==> config.mk <==
export PLATFORM = sky130hd
export DESIGN_NAME = chan_activity_counters
export DESIGN_NICKNAME = d
export VERILOG_FILES = /design/src/rtl/chan_act_pkg.sv /design/src/rtl/act_cnt.sv /design/src/rtl/act_rd_mux.sv /design/src/rtl/chan_activity_counters.sv
export SDC_FILE = /design/constraint.sdc
export NUM_CORES = 1
export LEC_CHECK = 0
export BUFFER_PORTS_ARGS = -buffer_cell sky130_fd_sc_hd__buf_2
export CAP_MARGIN = 20
export CORE_ASPECT_RATIO = 0.7
export CORE_MARGIN = 8
export CORE_UTILIZATION = 28
export DETAILED_ROUTE_END_ITERATION = 8
export GPL_TIMING_DRIVEN = 0
export PLACE_DENSITY = 0.42
export REMOVE_ABC_BUFFERS = 1
export SLEW_MARGIN = 15
export SYNTH_ARGS = -nofsm -noshare
export SYNTH_HDL_FRONTEND = slang
export SYNTH_SLANG_ARGS = --single-unit
export TNS_END_PERCENT = 1
==> constraint.sdc <==
create_clock -name clk -period 5.25 [get_ports clk]
set_clock_uncertainty 0.15 [all_clocks]
set_input_delay 0.7875 -clock clk [delete_from_list [all_inputs] [get_ports clk]]
set_output_delay 0.7875 -clock clk [all_outputs]
set_load 0.005 [all_outputs]
==> src/rtl/chan_act_pkg.sv <==
package chan_act_pkg;
  localparam int NUM_CNT = 4;
  localparam int ADDR_W  = 3;

  typedef enum logic [ADDR_W-1:0] {
    A_CTRL = 3'd0,
    A_CYC  = 3'd1,
    A_BUSY = 3'd2,
    A_RXF  = 3'd3,
    A_TXF  = 3'd4
  } reg_addr_e;

  localparam int CTRL_FREEZE_BIT = 0;
  localparam int CTRL_OVF_BIT    = 1;

  // counter index k lives at address k+1
  function automatic logic [ADDR_W-1:0] cnt_addr(input int k);
    return ADDR_W'(k + 1);
  endfunction
endpackage

==> src/rtl/act_cnt.sv <==
module act_cnt #(
  parameter int W = 32
) (
  input  logic         clk,
  input  logic         rst_n,
  input  logic         inc_req,
  input  logic         ld,
  input  logic [W-1:0] ld_val,
  output logic [W-1:0] cnt,
  output logic         sat_evt
);
  localparam logic [W-1:0] MAXV = '1;

  function automatic logic [W-1:0] sat_step(input logic [W-1:0] v);
    return (v == MAXV) ? v : v + W'(1);
  endfunction

  logic at_max;
  assign at_max  = (cnt == MAXV);
  assign sat_evt = inc_req && !ld && at_max;

  always_ff @(posedge clk) begin
    if (!rst_n)       cnt <= '0;
    else if (ld)      cnt <= ld_val;
    else if (inc_req) cnt <= sat_step(cnt);
  end
endmodule

==> src/rtl/act_rd_mux.sv <==
module act_rd_mux
  import chan_act_pkg::*;
#(
  parameter int W = 32
) (
  input  logic                      clk,
  input  logic                      rst_n,
  input  logic                      rd_en,
  input  logic [ADDR_W-1:0]         addr,
  input  logic [W-1:0]              ctrl_word,
  input  logic [NUM_CNT-1:0][W-1:0] cnt_vec,
  output logic [W-1:0]              rdata
);
  logic [W-1:0] sel;

  always_comb begin
    sel = '0;
    if (addr == A_CTRL) sel = ctrl_word;
    for (int k = 0; k < NUM_CNT; k++)
      if (addr == cnt_addr(k)) sel = cnt_vec[k];
  end

  always_ff @(posedge clk) begin
    if (!rst_n)     rdata <= '0;
    else if (rd_en) rdata <= sel;
  end
endmodule

==> src/rtl/chan_activity_counters.sv <==
module chan_activity_counters
  import chan_act_pkg::*;
#(
  parameter int CNT_W = 32
) (
  input  logic              clk,
  input  logic              rst_n,
  input  logic              reg_wr_en,
  input  logic              reg_rd_en,
  input  logic [2:0]        reg_addr,
  input  logic [CNT_W-1:0]  reg_wdata,
  output logic [CNT_W-1:0]  reg_rdata,
  input  logic              busy_i,
  input  logic              rxf_i,
  input  logic              txf_i
);
  // named internal events, visible to the checker
  logic                          freeze_q;
  logic                          ovf_q;
  logic                          ctrl_wr;
  logic                          ovf_clr;
  logic [NUM_CNT-1:0]            act_vec;
  logic [NUM_CNT-1:0]            inc_req;
  logic [NUM_CNT-1:0]            ld;
  logic [NUM_CNT-1:0]            sat_evt;
  logic [NUM_CNT-1:0][CNT_W-1:0] cnt_vec;
  logic [CNT_W-1:0]              ctrl_word;

  assign act_vec = {txf_i, rxf_i, busy_i, 1'b1};
  assign ctrl_wr = reg_wr_en && (reg_addr == A_CTRL);
  assign ovf_clr = ctrl_wr && reg_wdata[CTRL_OVF_BIT];

  for (genvar k = 0; k < NUM_CNT; k++) begin : g_cnt
    assign inc_req[k] = !freeze_q && act_vec[k];
    assign ld[k]      = reg_wr_en && (reg_addr == cnt_addr(k));
    act_cnt #(.W(CNT_W)) u_cnt (
      .clk     (clk),
      .rst_n   (rst_n),
      .inc_req (inc_req[k]),
      .ld      (ld[k]),
      .ld_val  (reg_wdata),
      .cnt     (cnt_vec[k]),
      .sat_evt (sat_evt[k])
    );
  end

  always_ff @(posedge clk) begin
    if (!rst_n) begin
      freeze_q <= 1'b0;
      ovf_q    <= 1'b0;
    end else begin
      if (ctrl_wr) freeze_q <= reg_wdata[CTRL_FREEZE_BIT];
      if (|sat_evt)     ovf_q <= 1'b1;
      else if (ovf_clr) ovf_q <= 1'b0;
    end
  end

  always_comb begin
    ctrl_word = '0;
    ctrl_word[CTRL_FREEZE_BIT] = freeze_q;
    ctrl_word[CTRL_OVF_BIT]    = ovf_q;
  end

  act_rd_mux #(.W(CNT_W)) u_rd (
    .clk       (clk),
    .rst_n     (rst_n),
    .rd_en     (reg_rd_en),
    .addr      (reg_addr),
    .ctrl_word (ctrl_word),
    .cnt_vec   (cnt_vec),
    .rdata     (reg_rdata)
  );
endmodule

# == Yosys cells after proc, flatten, opt, wreduce, memory -nomap -nowiden ==
# Index checks and enable logic that the tools add are counted.
# W data, S select, Z words.
# op_classes
n_bitwise,0
shifts,0
n_lt_le_gt_ge,0
n_div,0
n_reduce_logical,32
muxes,19
add_sub_neg,4
n_mul,0
eq_ne,13
# ops
cell,n
$mux W32,16
$add A32 B1 Y32 const B,4
$eq A32 B32 Y1 const B,4
$logic_and A1 B1 Y1,17
$ne A2 B1 Y1 const B,5
$reduce_and A2 Y1,4
$reduce_bool A2 Y1,4
$eq A3 B2 Y1 const B,2
$logic_not A1 Y1,5
$reduce_or A4 Y1,1
$eq A3 B1 Y1 const B,1
$eq A3 B3 Y1 const B,1
$logic_not A3 Y1,1
$mux W1,2
$mux W2,1
# word_totals
out_inout_bits,32
mem_bits_ro,0
register_bits,162
latch_bits,0
word_cells,75
ram_bits,0
mem_count,0

# == Logic depth before layout (Yosys ltp) ==
# Gate-level depths: netlist of the first run.
# depth
word_depth,7
depth_mapped,8
ltp_nobuf,6

# == Cells and area by module ==
# Synthesis of the first run repeated with hierarchy kept, for this count alone.
# hier_totals
cells_unflattened,1356
area_unflattened_um2,10769.1
# by_module_without_submodules
module,n_inst,area_each_um2,cells_per_inst,seq_area_each_um2
act_cnt,4,2023.2,252,640.6
act_rd_mux,1,2516.2,328,640.6
chan_activity_counters,1,160.2,20,40.0

# == Worst setup path after synthesis of the first run ==
# No wires, ideal clock.
# synth_timing
kind,input to register
startpoint,input reg_addr[1]
endpoint,register u_rd.rdata[2]
stages,7
path_buffers,2
setup_slack_ns,2.806
t_arrival_ns,2.167
setup_ns,0.128
path_cell_list,buf_1 > buf_1 > mux2_2 > a22oi_1 > o211ai_1 > o21ai_0 > nor2_1
# synth_via
elab_chain_len,5
# synth_rtl
element,line_no,rtl
"start, declared",chan_activity_counters.sv:10,"input logic [2:0] reg_addr,"
$eq A3 B1 Y1,act_rd_mux.sv:20,if (addr == cnt_addr(k)) sel = cnt_vec[k];
$mux W32 (3 in series),act_rd_mux.sv:20,
$mux W32 *,act_rd_mux.sv:20,
"end signal, assigned",act_rd_mux.sv:25,else if (rd_en) rdata <= sel;
"end, declared",act_rd_mux.sv:12,output logic [W-1:0] rdata
# Mark *: on every way between the ends. The rest lies on a longest branch, timed or not.
# A chain may end at the register's enable or synchronous reset.

# == Worst setup path in the final report of the first run ==
# layout_timing
startpoint,register g_cnt[0].u_cnt.cnt[1]
endpoint,register g_cnt[0].u_cnt.cnt[13]
# layout_via
elab_chain_len,4
# layout_rtl
element,line_no,rtl
"start, declared",act_cnt.sv:9,"output logic [W-1:0] cnt,"
"start signal, assigned",act_cnt.sv:24,else if (ld) cnt <= ld_val;
"start signal, assigned",act_cnt.sv:25,else if (inc_req) cnt <= sat_step(cnt);
$add A32 B1 Y32,act_cnt.sv:15,return (v == MAXV) ? v : v + W'(1);
$mux W32,act_cnt.sv:15,
$mux W32,act_cnt.sv:25,
$mux W32,act_cnt.sv:24,
# Several ways; a longest one is shown, not always the timed one. The select of a mux whose other input is x is not followed.

==> out/metrics.yaml, run 1 <==
status:
  run_status: "finished, final reports clean"
critical_path:
  r2r.worst_path.cells: 8
  worstPathArrival_ns: 3.49
  worst_setup_path_start_kind: "flop"
  timing.critical_path.required_ns: 5.44
  critPathKind: "reg -> reg"
  crit_path_end_kind: "flop"
  timing.critical_path.fanout_max: 13
detailed_routing:
  dr_total_vias: 10500
  wl_per_cell_um: 23.4
  detail_route.wirelength_um: 41500
  drt_iter0_markers: 1060
  route.antenna.remaining_nets: 0
  drcViolationCount: 0
  drt-pass1-iter-count: 5
  routed_via_density: 5.95
global_routing:
  global_route.overflow_total: 0
  first_global_vias: 9469
  grt_start_max_net_pins: 83
  gr-usage-all-layers: 0.196
  initial_antenna_violation_count: 0
  wire_length_of_the_first_global_routing_pass_um: 62300
timing:
  report.final.setup_viol: 0
  worst_slew_margin: 0.160
  grt_setup_unrepaired: "false"
  worstMarginPinSlew_ns: 1.25
  post-route-min-period_ns: 3.30
  final_max_slew_viol_count: 0
  hold_slack_ns: 0.340
  fmax_mhz: 303
  finalCritPeriodShare: 0.629
  finalWorstSetupSlack_ns: 1.95
  report.final.hold_viol_count: 0
hold_path:
  holdCritPathClass: "reg -> reg"
  timing.hold.worst_path_depth: 2
synth:
  postSynthCellCount: 1272
  synth_warnings: 0
  synthDistinctLibCells: 66
  async_reset_ff_frac: 0
  synth-main-ff-cell: "dfxtp_1"
  synth.largest_area_cell: "dfxtp_1"
  post-synth-top-count-cell: "o21ai_0"
  syn_avg_cell_area_um2: 7.73
  mappedNetlistArea_mm2: 0.00984
  synth_area_leaders: "dfxtp_1 (33%), o21ai_0 (9.6%), a31oi_1 (5.3%), nand2_1 (4.0%), mux2_2 (3.3%)"
  synth_edf_count: 0
  post-synth-top-area-fraction: 0.330
  synth.yosys.seq_area_share: 0.330
  yosys_register_bits: 162
  netlist_top_cells_count: "o21ai_0 (188), dfxtp_1 (162), nand2_1 (105), a31oi_1 (84)"
clocking:
  post_cts_resized: 0
  cts_htree_levels: 4
  cts.root.buffer_cell: "clkbuf_16"
  cts-root-to-sink-buffers: 2
  hold_buffers: 0
  clkSlewWorstSetupHoldPaths_ns: 0.07
  cts_tree: "done"
  cts_setup_buffers: 0
  tritoncts_num_sinks: 162
  numCtsBuffers: 17
  clkLatencyLatePin_ns: 0.46
cells_and_area:
  fin_nets: 1331
  share_of_layout_cells_above_drive_strength_1: 0.135
  utilization: 0.326
  areaGrowthSynthToFinish_pct: 15.0
placed_design:
  count_of_input_and_output_buffers: 73
  dp_hpwl_um: 29700
  finalWeightedCongestion: 0.858
  preCtsSetupSlack_ns: 1.53
flow_run:
  maxCapViolations: 0
die:
  core_area_mm2: 0.0347
  fp.dieArea_mm2: 0.0415
  die_width_um: 240
  start_util: 0.284
  io_pins: 74
  rows: 57
  chipHeight_um: 173
pwr:
  worst_ir_drop_vdd_uv: 240
  power.density_cell_area_mw_per_mm2: 267
  power.total_w: 0.00302
  static-leakage-power_nw: 3.51
-- registers in the layout (all words and copies together) (netlist names) --
signal           cells
ovf_q                1
u_rd.rdata          32
freeze_q             1
g_cnt.u_cnt.cnt    128
-- power by group --
part	switching (W)	total, W	internal (W)	leakage [nW]
logic	0.000204	0.000324	0.000119	1.91
clock network	0.000585	0.00134	0.000759	0.284
registers	0.0000677	0.00135	0.00128	1.32
total	0.000857	0.00302	0.00216	3.51
-- cell usage in the layout, fill, tap and decap left out, types with 34 or more instances in the layout --
cell      Yosys  routed
nand3_1      54      53
nand2_1     105     103
dfxtp_1     162     162
a31oi_1      84      84
or3_1        52      52
o31ai_1      40      39
o211ai_1     34      34
or4_1        36      36
nor2_1       78      78
o21ai_0     188     188
buf_2         8      74
nand4_1      43      43
-- kinds of logic (layout without fill, tap and decap cells) --
group / after synthesis / after routing / synth area share
AOI/OAI and AO/OA: 449 / 449 / 0.288
xor gates and xnor gates: 11 / 11 / 0.00980
other: 0 / 1 / 0
DFF: 162 / 162 / 0.330
adders and majority gates: 4 / 4 / 0.00509
and+or+nand+nor: 498 / 498 / 0.279
muxes: 34 / 34 / 0.0408
buffers and inverters: 114 / 140 / 0.0480
-- worst max-delay path, stage by stage, from the launching register on --
cell,delay [ns]
dfxtp_1,0.44
ha_1,0.20
and2_0,0.33
nand4_2,0.45
o41ai_4,0.79
buf_6,0.23
buf_6,0.18
nor4_1,0.07
or3_1,0.31
-- layout make-up --
cell class              instances  area, um^2
well taps                     472         591
clock inverters                10         134
inverters                      15        57.6
repair buffers                 93         664
fillers                      3780       23300
diodes                          1        2.50
multi-input cells             996        6170
clock buffers                  22         454
flip-flops and latches        162        3240
-- through the flow --
step	area, um^2	setup TNS, ns	instances
final	11300	0	1771
after global routing	11300	0	1770
after CTS	11300	0	1767
after detailed placement	10700	0	1735
after global placement	10400	-191.59	1718
after floorplan	9420	0	1173
-- final timing paths --
| path | start | end | slack (ns) |
|---|---|---|---|
| worst min-delay path | u_rd.rdata[21] | u_rd.rdata[21] | 0.34 |
| worst max register to register | g_cnt[0].u_cnt.cnt[1] | g_cnt[0].u_cnt.cnt[13] | 1.95 |
| worst min register to register | u_rd.rdata[21] | u_rd.rdata[21] | 0.34 |
| worst max-delay path | g_cnt[0].u_cnt.cnt[1] | g_cnt[0].u_cnt.cnt[13] | 1.95 |
-- layer usage --
| layer | up-vias | track usage | wire, um |
|---|---|---|---|
| met5 | - | 0 | 0 |
| met4 | 0 | 0.0462 | 704 |
| met3 | 42 | 0.0305 | 2080 |
| met1 | 5177 | 0.307 | 21700 |
| met2 | 341 | 0.271 | 17000 |
| li1 | 4985 | - | - |
(Power assumes the default switching activity.)
==> run 2, diff against run 1 <==
--- a/config.mk
+++ b/config.mk
@@ -12,7 +12,7 @@
 export CORE_UTILIZATION = 28
 export DETAILED_ROUTE_END_ITERATION = 8
 export GPL_TIMING_DRIVEN = 0
-export PLACE_DENSITY = 0.42
+export PLACE_DENSITY = 0.44
 export REMOVE_ABC_BUFFERS = 1
 export SLEW_MARGIN = 15
 export SYNTH_ARGS = -nofsm -noshare
==> constraint.sdc (replaced) <==
create_clock -name clk -period 2.97 [get_ports clk]
set_clock_uncertainty 0.15 [all_clocks]
set_input_delay 0.4455 -clock clk [delete_from_list [all_inputs] [get_ports clk]]
set_output_delay 0.4455 -clock clk [all_outputs]
set_load 0.005 [all_outputs]
==> run 2 against run 1 <==
Sequential power grew 77%. Hold slack got worse by 0.17 ns. Global-route usage fell by 0.23 points. Cell count about the same. Sequential share of layout area shrank 0.19 points. Die area unchanged. Combinational power grew 77%. Largest cell class unchanged.
==> out/metrics.yaml, run 2 (synthesis results as in run 1) <==
critical_path:
  worstPathBufferInverterCount: 2  # unchanged
  timing.critical_path.required_ns: 3.18  # -2.26 ns
  worstReg2RegEnd: "g_cnt[1].u_cnt.cnt[6]"
  number_of_logic_stages_on_the_critical_path_including_buffering: 8  # unchanged
  worst_setup_path_start_kind: "flop"
  timing.critical_path.slowest_cell_delay_ns: 0.65  # -0.14 ns
  timing.critical_path.from: "g_cnt[1].u_cnt.cnt[0]"
  crit_end: "g_cnt[1].u_cnt.cnt[6]"
  r2r_slack_ns: 0.08  # -1.87 ns
  timing.critical_path.fanout_max: 19  # +6
  reg2reg_from: "g_cnt[1].u_cnt.cnt[0]"
  cp_slowest_cell: "or4_4"
  worstPathArrival_ns: 3.10  # -0.39 ns
  crit_family: "simple AND/OR/NAND/NOR gates"
  crit_path_end_kind: "flop"
  crit_chain: "ha_1 -> nand3_1 -> or4_4 -> nor4b_4 -> buf_4 -> buf_6 -> nor4_1 -> a2111oi_2"
  critPathKind: "reg -> reg"
  r2r.worst_path.cells: 8  # unchanged
pwr:
  clockPowerShare: 0.443  # -0.002
  power.combinational.fraction: 0.108  # about the same
  p_sw_w: 0.00148  # +73%
  share_seq_of_total_power: 0.449  # +0.002
  power.density_cell_area_mw_per_mm2: 466  # +75%
  static-leakage-power_nw: 3.57  # +1.6%
  worst_ir_drop_vdd_uv: 404  # +69%
  internal-power_w: 0.00383  # +77%
  switching_share: 0.279  # -0.00473
die:
  chipHeight_um: 173  # unchanged
  fp.dieArea_mm2: 0.0415  # unchanged
  rows: 57  # unchanged
  start_util: 0.284  # unchanged
  die_width_um: 240  # unchanged
  io_pins: 74  # unchanged
  core_area_mm2: 0.0347  # unchanged
status:
  run_status: "finished, final reports clean"
cells_and_area:
  antenna_cells_inserted: 0  # -1
  areaGrowthSynthToFinish_pct: 15.9
  layout_common_cells: "o21ai_0 (187), dfxtp_1 (160), nand2_1 (103)"
  most_frequent_standard_cell_in_the_layout_excluding_fill_and_tap_cells: "o21ai_0"
  finalNonFillerCells: 1772  # +0.056%
  registers.top_by_ff_count: "g_cnt.u_cnt.cnt"
  largest_register_ffs: 128  # unchanged
  largest_registers: "g_cnt.u_cnt.cnt x128, u_rd.rdata x32"
  fin_nets: 1333  # +0.15%
  share_of_layout_cells_above_drive_strength_1: 0.142  # +0.00672
timing:
  final_max_slew_viol_count: 0  # unchanged
  report.final.hold_viol_count: 0  # unchanged
  grt_setup_unrepaired: "true"
  finalCritPeriodShare: 0.974  # +0.345
  worst_slew_margin: 0.280  # +0.120
  fmax_mhz: 346  # +14%
  worstMarginPinSlew_ns: 1.08  # -0.172 ns
  hold_slack_ns: 0.173  # -0.167 ns
  report.final.setup_viol: 0  # unchanged
  post-route-min-period_ns: 2.89  # -0.408 ns
clocking:
  cts_htree_levels: 4  # unchanged
  clkLatencyLatePin_ns: 0.46  # about the same
  tritoncts_num_sinks: 162  # unchanged
  numCtsBuffers: 17  # unchanged
  cts_tree: "done"
  clkSlewWorstSetupHoldPaths_ns: 0.07  # about the same
  cts-root-to-sink-buffers: 2  # unchanged
  cts.root.buffer_cell: "clkbuf_16"
detailed_routing:
  dr_total_vias: 10500  # -0.44%
  routed_via_density: 5.92  # -0.49%
  wl_per_cell_um: 22.9  # -2.1%
  drt-pass1-iter-count: 5  # unchanged
  drcViolationCount: 0  # unchanged
  detail_route.wirelength_um: 40700  # -2.1%
  route.antenna.remaining_nets: 0  # unchanged
  drt_iter0_markers: 1124  # +6.0%
global_routing:
  first_global_vias: 9410  # -0.62%
  initial_antenna_violation_count: 0  # unchanged
  wire_length_of_the_first_global_routing_pass_um: 61800  # -0.78%
  gr-usage-all-layers: 0.193  # -0.00234
  grt_start_max_net_pins: 102  # +23%
  global_route.overflow_total: 0  # unchanged
placed_design:
  dp_hpwl_um: 29400  # -0.97%
  count_of_input_and_output_buffers: 73  # unchanged
  finalWeightedCongestion: 0.880  # +2.6%
  numPlacedInstances: 1735  # unchanged
flow_run:
  maxCapViolations: 0  # unchanged
hold_path:
  holdCritPathClass: "in -> reg"
[run 2: how the worst min path moves through the flow]
stage                            from  cells past startpoint  slack [ns]                     end
6_report                reg_wdata[26]                      3        0.17  g_cnt[2].u_cnt.cnt[26]
5_1_grt                  reg_wdata[5]                      3        0.16   g_cnt[1].u_cnt.cnt[5]
4_1_cts                  reg_wdata[5]                      3        0.14   g_cnt[1].u_cnt.cnt[5]
3_5_place_dp            u_rd.rdata[8]                      2        0.33           u_rd.rdata[8]
3_3_place_gp           u_rd.rdata[24]                      2        0.32          u_rd.rdata[24]
2_1_floorplan  g_cnt[0].u_cnt.cnt[31]                      2        0.32  g_cnt[0].u_cnt.cnt[31]
[run 2: what timing repair did]
| item | in CTS | in global routing |
|---|---|---|
| buffers inserted | 0 | 2 |
| setup endpoints to repair | 16 | 42 |
| pin swaps | 3 | 7 |
| hold buffers | 0 | 0 |
| resized for setup | 4 | 8 |
| hold endpoints to repair | 0 | 0 |
[run 2: layer usage]
layer	routed length, um	global-route usage	up-vias
li1	-	-	5014
met1	21100	0.307	5109
met2	16200	0.259	335
met3	2560	0.0316	41
met4	754	0.0510	0
met5	0	0	-
[run 2: final cells by class]
type                       count  area (um^2)
clock buffer                  24          502
sequential                   162         3250
inverter                      15         57.6
tap                          472          591
clock inverter                 8          100
fill                        3811        23300
timing repair buffer          95          699
multi-input combinational    996         6200
[run 2: worst register-to-register path, stage by stage (launching register included)]
cell and delay [ns]:
dfxtp_1 0.47, ha_1 0.23, nand3_1 0.28, or4_4 0.65, nor4b_4 0.25, buf_4 0.20
buf_6 0.19, nor4_1 0.09, a2111oi_2 0.29
[run 2: stage by stage]
step / setup TNS (ns) / setup slack, ns / total power (W) / utilization / cell area [um^2]
2_1_floorplan: -57.19 / -1.45 / 0.00267 / - / 9420
4_1_cts: -0.0128 / -0.0128 / 0.00535 / 0.327 / 11300
6_report: 0 / 0.0759 / 0.00531 / 0.329 / 11400
3_5_place_dp: -7.44 / -0.284 / 0.00300 / 0.309 / 10700
5_1_grt: -0.0155 / -0.0136 / 0.00552 / 0.329 / 11400
3_3_place_gp: -420.61 / -5.08 / 0.00297 / 0.299 / 10400
[run 2: power groups by stage]
stage	logic (W)	registers, W	clock network (W)
after detailed placement	0.000568	0.00243	0
after floorplan	0.000272	0.00239	0
after CTS	0.000572	0.00238	0.00239
after global placement	0.000538	0.00243	0
final	0.000572	0.00239	0.00235
after global routing	0.000629	0.00240	0.00249
==> run 3, diff against run 2 <==
--- a/config.mk
+++ b/config.mk
@@ -6,8 +6,7 @@
 export NUM_CORES = 1
 export LEC_CHECK = 0
 export BUFFER_PORTS_ARGS = -buffer_cell sky130_fd_sc_hd__buf_2
-export CAP_MARGIN = 20
-export CORE_ASPECT_RATIO = 0.7
+export CORE_ASPECT_RATIO = 0.9
 export CORE_MARGIN = 8
 export CORE_UTILIZATION = 28
 export DETAILED_ROUTE_END_ITERATION = 8
==> run 3 against run 2 <==
Cell area decreased by 0.25%. Power decreased by 0.28%. Sequential power about the same. Sequential cell count unchanged. Clock power about the same. Routed wire length decreased by 1.4%. Clock-buffer cell count decreased by 6.
==> out/metrics.yaml, run 3 (synthesis results as in run 1) <==
timing:
  grt_setup_unrepaired: "true"
  report.final.setup_viol: 0  # unchanged
  hold_slack_ns: 0.181  # +0.00884 ns
  fmax_mhz: 352  # +1.9%
  post-route-min-period_ns: 2.84  # -0.0527 ns
  finalCritPeriodShare: 0.957  # -0.0177
  worst_slew_margin: 0.244  # -0.0363
  final_max_slew_viol_count: 0  # unchanged
  worstMarginPinSlew_ns: 1.13  # +0.0457 ns
  report.final.hold_viol_count: 0  # unchanged
clocking:
  tritoncts_num_sinks: 162  # unchanged
  cts-root-to-sink-buffers: 2  # unchanged
  cts_tree: "done"
  cts.root.buffer_cell: "clkbuf_16"
  clkSlewWorstSetupHoldPaths_ns: 0.08  # about the same
  clkLatencyLatePin_ns: 0.46  # about the same
  cts_htree_levels: 4  # unchanged
  numCtsBuffers: 17  # unchanged
cells_and_area:
  registers.top_by_ff_count: "g_cnt.u_cnt.cnt"
  areaGrowthSynthToFinish_pct: 15.6
  finish.instance_area_mm2: 0.0114  # -0.25%
  fillerInstances: 3812  # +0.026%
  multi_input_area_mm2: 0.00623  # +0.40%
  largest_register_ffs: 128  # unchanged
  antenna_cells_inserted: 0  # unchanged
  most_frequent_standard_cell_in_the_layout_excluding_fill_and_tap_cells: "o21ai_0"
  largest_registers: "g_cnt.u_cnt.cnt x128, u_rd.rdata x32"
  layout_common_cells: "o21ai_0 (185), dfxtp_1 (160), nand2_1 (103)"
  finalNonFillerCells: 1766  # -0.34%
  utilization: 0.327  # -0.00222
  fin_nets: 1331  # -0.15%
  share_of_layout_cells_above_drive_strength_1: 0.143  # +0.00187
  sequential_cell_area_mm2: 0.00325  # unchanged
placed_design:
  count_of_input_and_output_buffers: 73  # unchanged
  placed_cell_area_mm2: 0.0107  # -0.37%
  finalWeightedCongestion: 0.834  # -5.2%
  numPlacedInstances: 1730  # -0.29%
  dp_hpwl_um: 28400  # -3.2%
global_routing:
  first_global_vias: 9546  # +1.4%
  initial_antenna_violation_count: 1  # +1
  grt_start_max_net_pins: 65  # -36%
  wire_length_of_the_first_global_routing_pass_um: 61200  # -0.88%
  gr-usage-all-layers: 0.191  # -0.00204
  global_route.overflow_total: 0  # unchanged
die:
  rows: 65  # +14%
  start_util: 0.283  # -0.00120
  io_pins: 74  # unchanged
  die_width_um: 214  # -11%
  core_area_mm2: 0.0348  # +0.43%
  fp.dieArea_mm2: 0.0414  # -0.21%
  chipHeight_um: 194  # +12%
pwr:
  power.density_cell_area_mw_per_mm2: 466  # about the same
  static-leakage-power_nw: 3.55  # -0.56%
  power.total_w: 0.00530  # -0.28%
  worst_ir_drop_vdd_uv: 399  # -1.2%
detailed_routing:
  route.antenna.remaining_nets: 0  # unchanged
  routed_via_density: 5.84  # -1.4%
  dr_total_vias: 10300  # -1.8%
  wl_per_cell_um: 22.7  # -1.1%
  drcViolationCount: 0  # unchanged
  drt-pass1-iter-count: 5  # unchanged
  detail_route.wirelength_um: 40100  # -1.4%
  drt_iter0_markers: 819  # -27%
flow_run:
  maxCapViolations: 0  # unchanged
critical_path:
  r2r.worst_path.cells: 6  # -2
  critPathKind: "reg -> reg"
  timing.critical_path.required_ns: 3.17  # about the same
  crit_path_end_kind: "flop"
  timing.critical_path.fanout_max: 13  # -6
  worst_setup_path_start_kind: "flop"
  worstPathArrival_ns: 3.04  # -0.06 ns
hold_path:
  timing.hold.worst_path_depth: 3  # unchanged
  holdCritPathClass: "in -> reg"
status:
  run_status: "finished, final reports clean"
run 3: changes by cell type in the layout (fill, tap and decap cells not counted), sizes merged:
cell,previous run,this run
buf,94,92
clkbuf,25,18
clkinvlp,1,3
clkinv,6,3
nor4b,1,2
inv,14,20
run 3: where the power goes:
group          total [W]  switching, W  leakage [nW]  internal [W]
Clock            0.00234       0.00106         0.281       0.00127
Combinational   0.000579      0.000367          1.95      0.000212
Sequential       0.00238      0.000114          1.32       0.00227
Total            0.00530       0.00155          3.55       0.00375
run 3: final timing paths:
check	to	slack, ns	from
max	g_cnt[1].u_cnt.cnt[6]	0.13	g_cnt[1].u_cnt.cnt[0]
min	freeze_q	0.18	reg_wdata[0]
max reg2reg	g_cnt[1].u_cnt.cnt[6]	0.13	g_cnt[1].u_cnt.cnt[0]
min reg2reg	u_rd.rdata[0]	0.34	u_rd.rdata[0]
run 3: layer usage:
metal | part of all wire | wire (um) | GRT usage | vias to the layer above
li1 | - | - | - | 4987
met1 | 0.50 | 19900 | 0.285 | 5025
met2 | 0.44 | 17800 | 0.287 | 273
met3 | 0.047 | 1900 | 0.0244 | 29
met4 | 0.013 | 515 | 0.0434 | 0
met5 | 0 | 0 | 0 | -
run 3: worst max-delay path, stage by stage (launching register included):
cell and delay, ns:
dfxtp_2 0.40, ha_1 0.22, nand3_2 0.18, or4_4 0.63, nor4b_4 0.73, nor4_1 0.12, a2111oi_2 0.30
run 3: what timing repair did:
action / in CTS / in global routing
setup buffers: 0 / 3
endpoints found under the hold margin: 0 / 0
endpoints found under the setup margin: 36 / 55
pin swaps: 3 / 4
resized for setup: 6 / 10
hold buffers: 0 / 0
cloned: 1 / 0
run 3: metrics by stage:
step	setup TNS, ns	worst slack, ns
after floorplan	-57.19	-1.45
after global placement	-457.36	-5.77
after detailed placement	-7.92	-0.485
after CTS	-0.107	-0.107
after global routing	-0.0933	-0.0392
final	0	0.129
run 3: cell type report:
class	count	share of cell area
clock inverters	13	0.0131
repair buffers	92	0.0583
flip-flops and latches	162	0.285
clock buffers	18	0.0386
well taps	469	0.0516
multi-input cells	997	0.548
inverters	15	0.00506
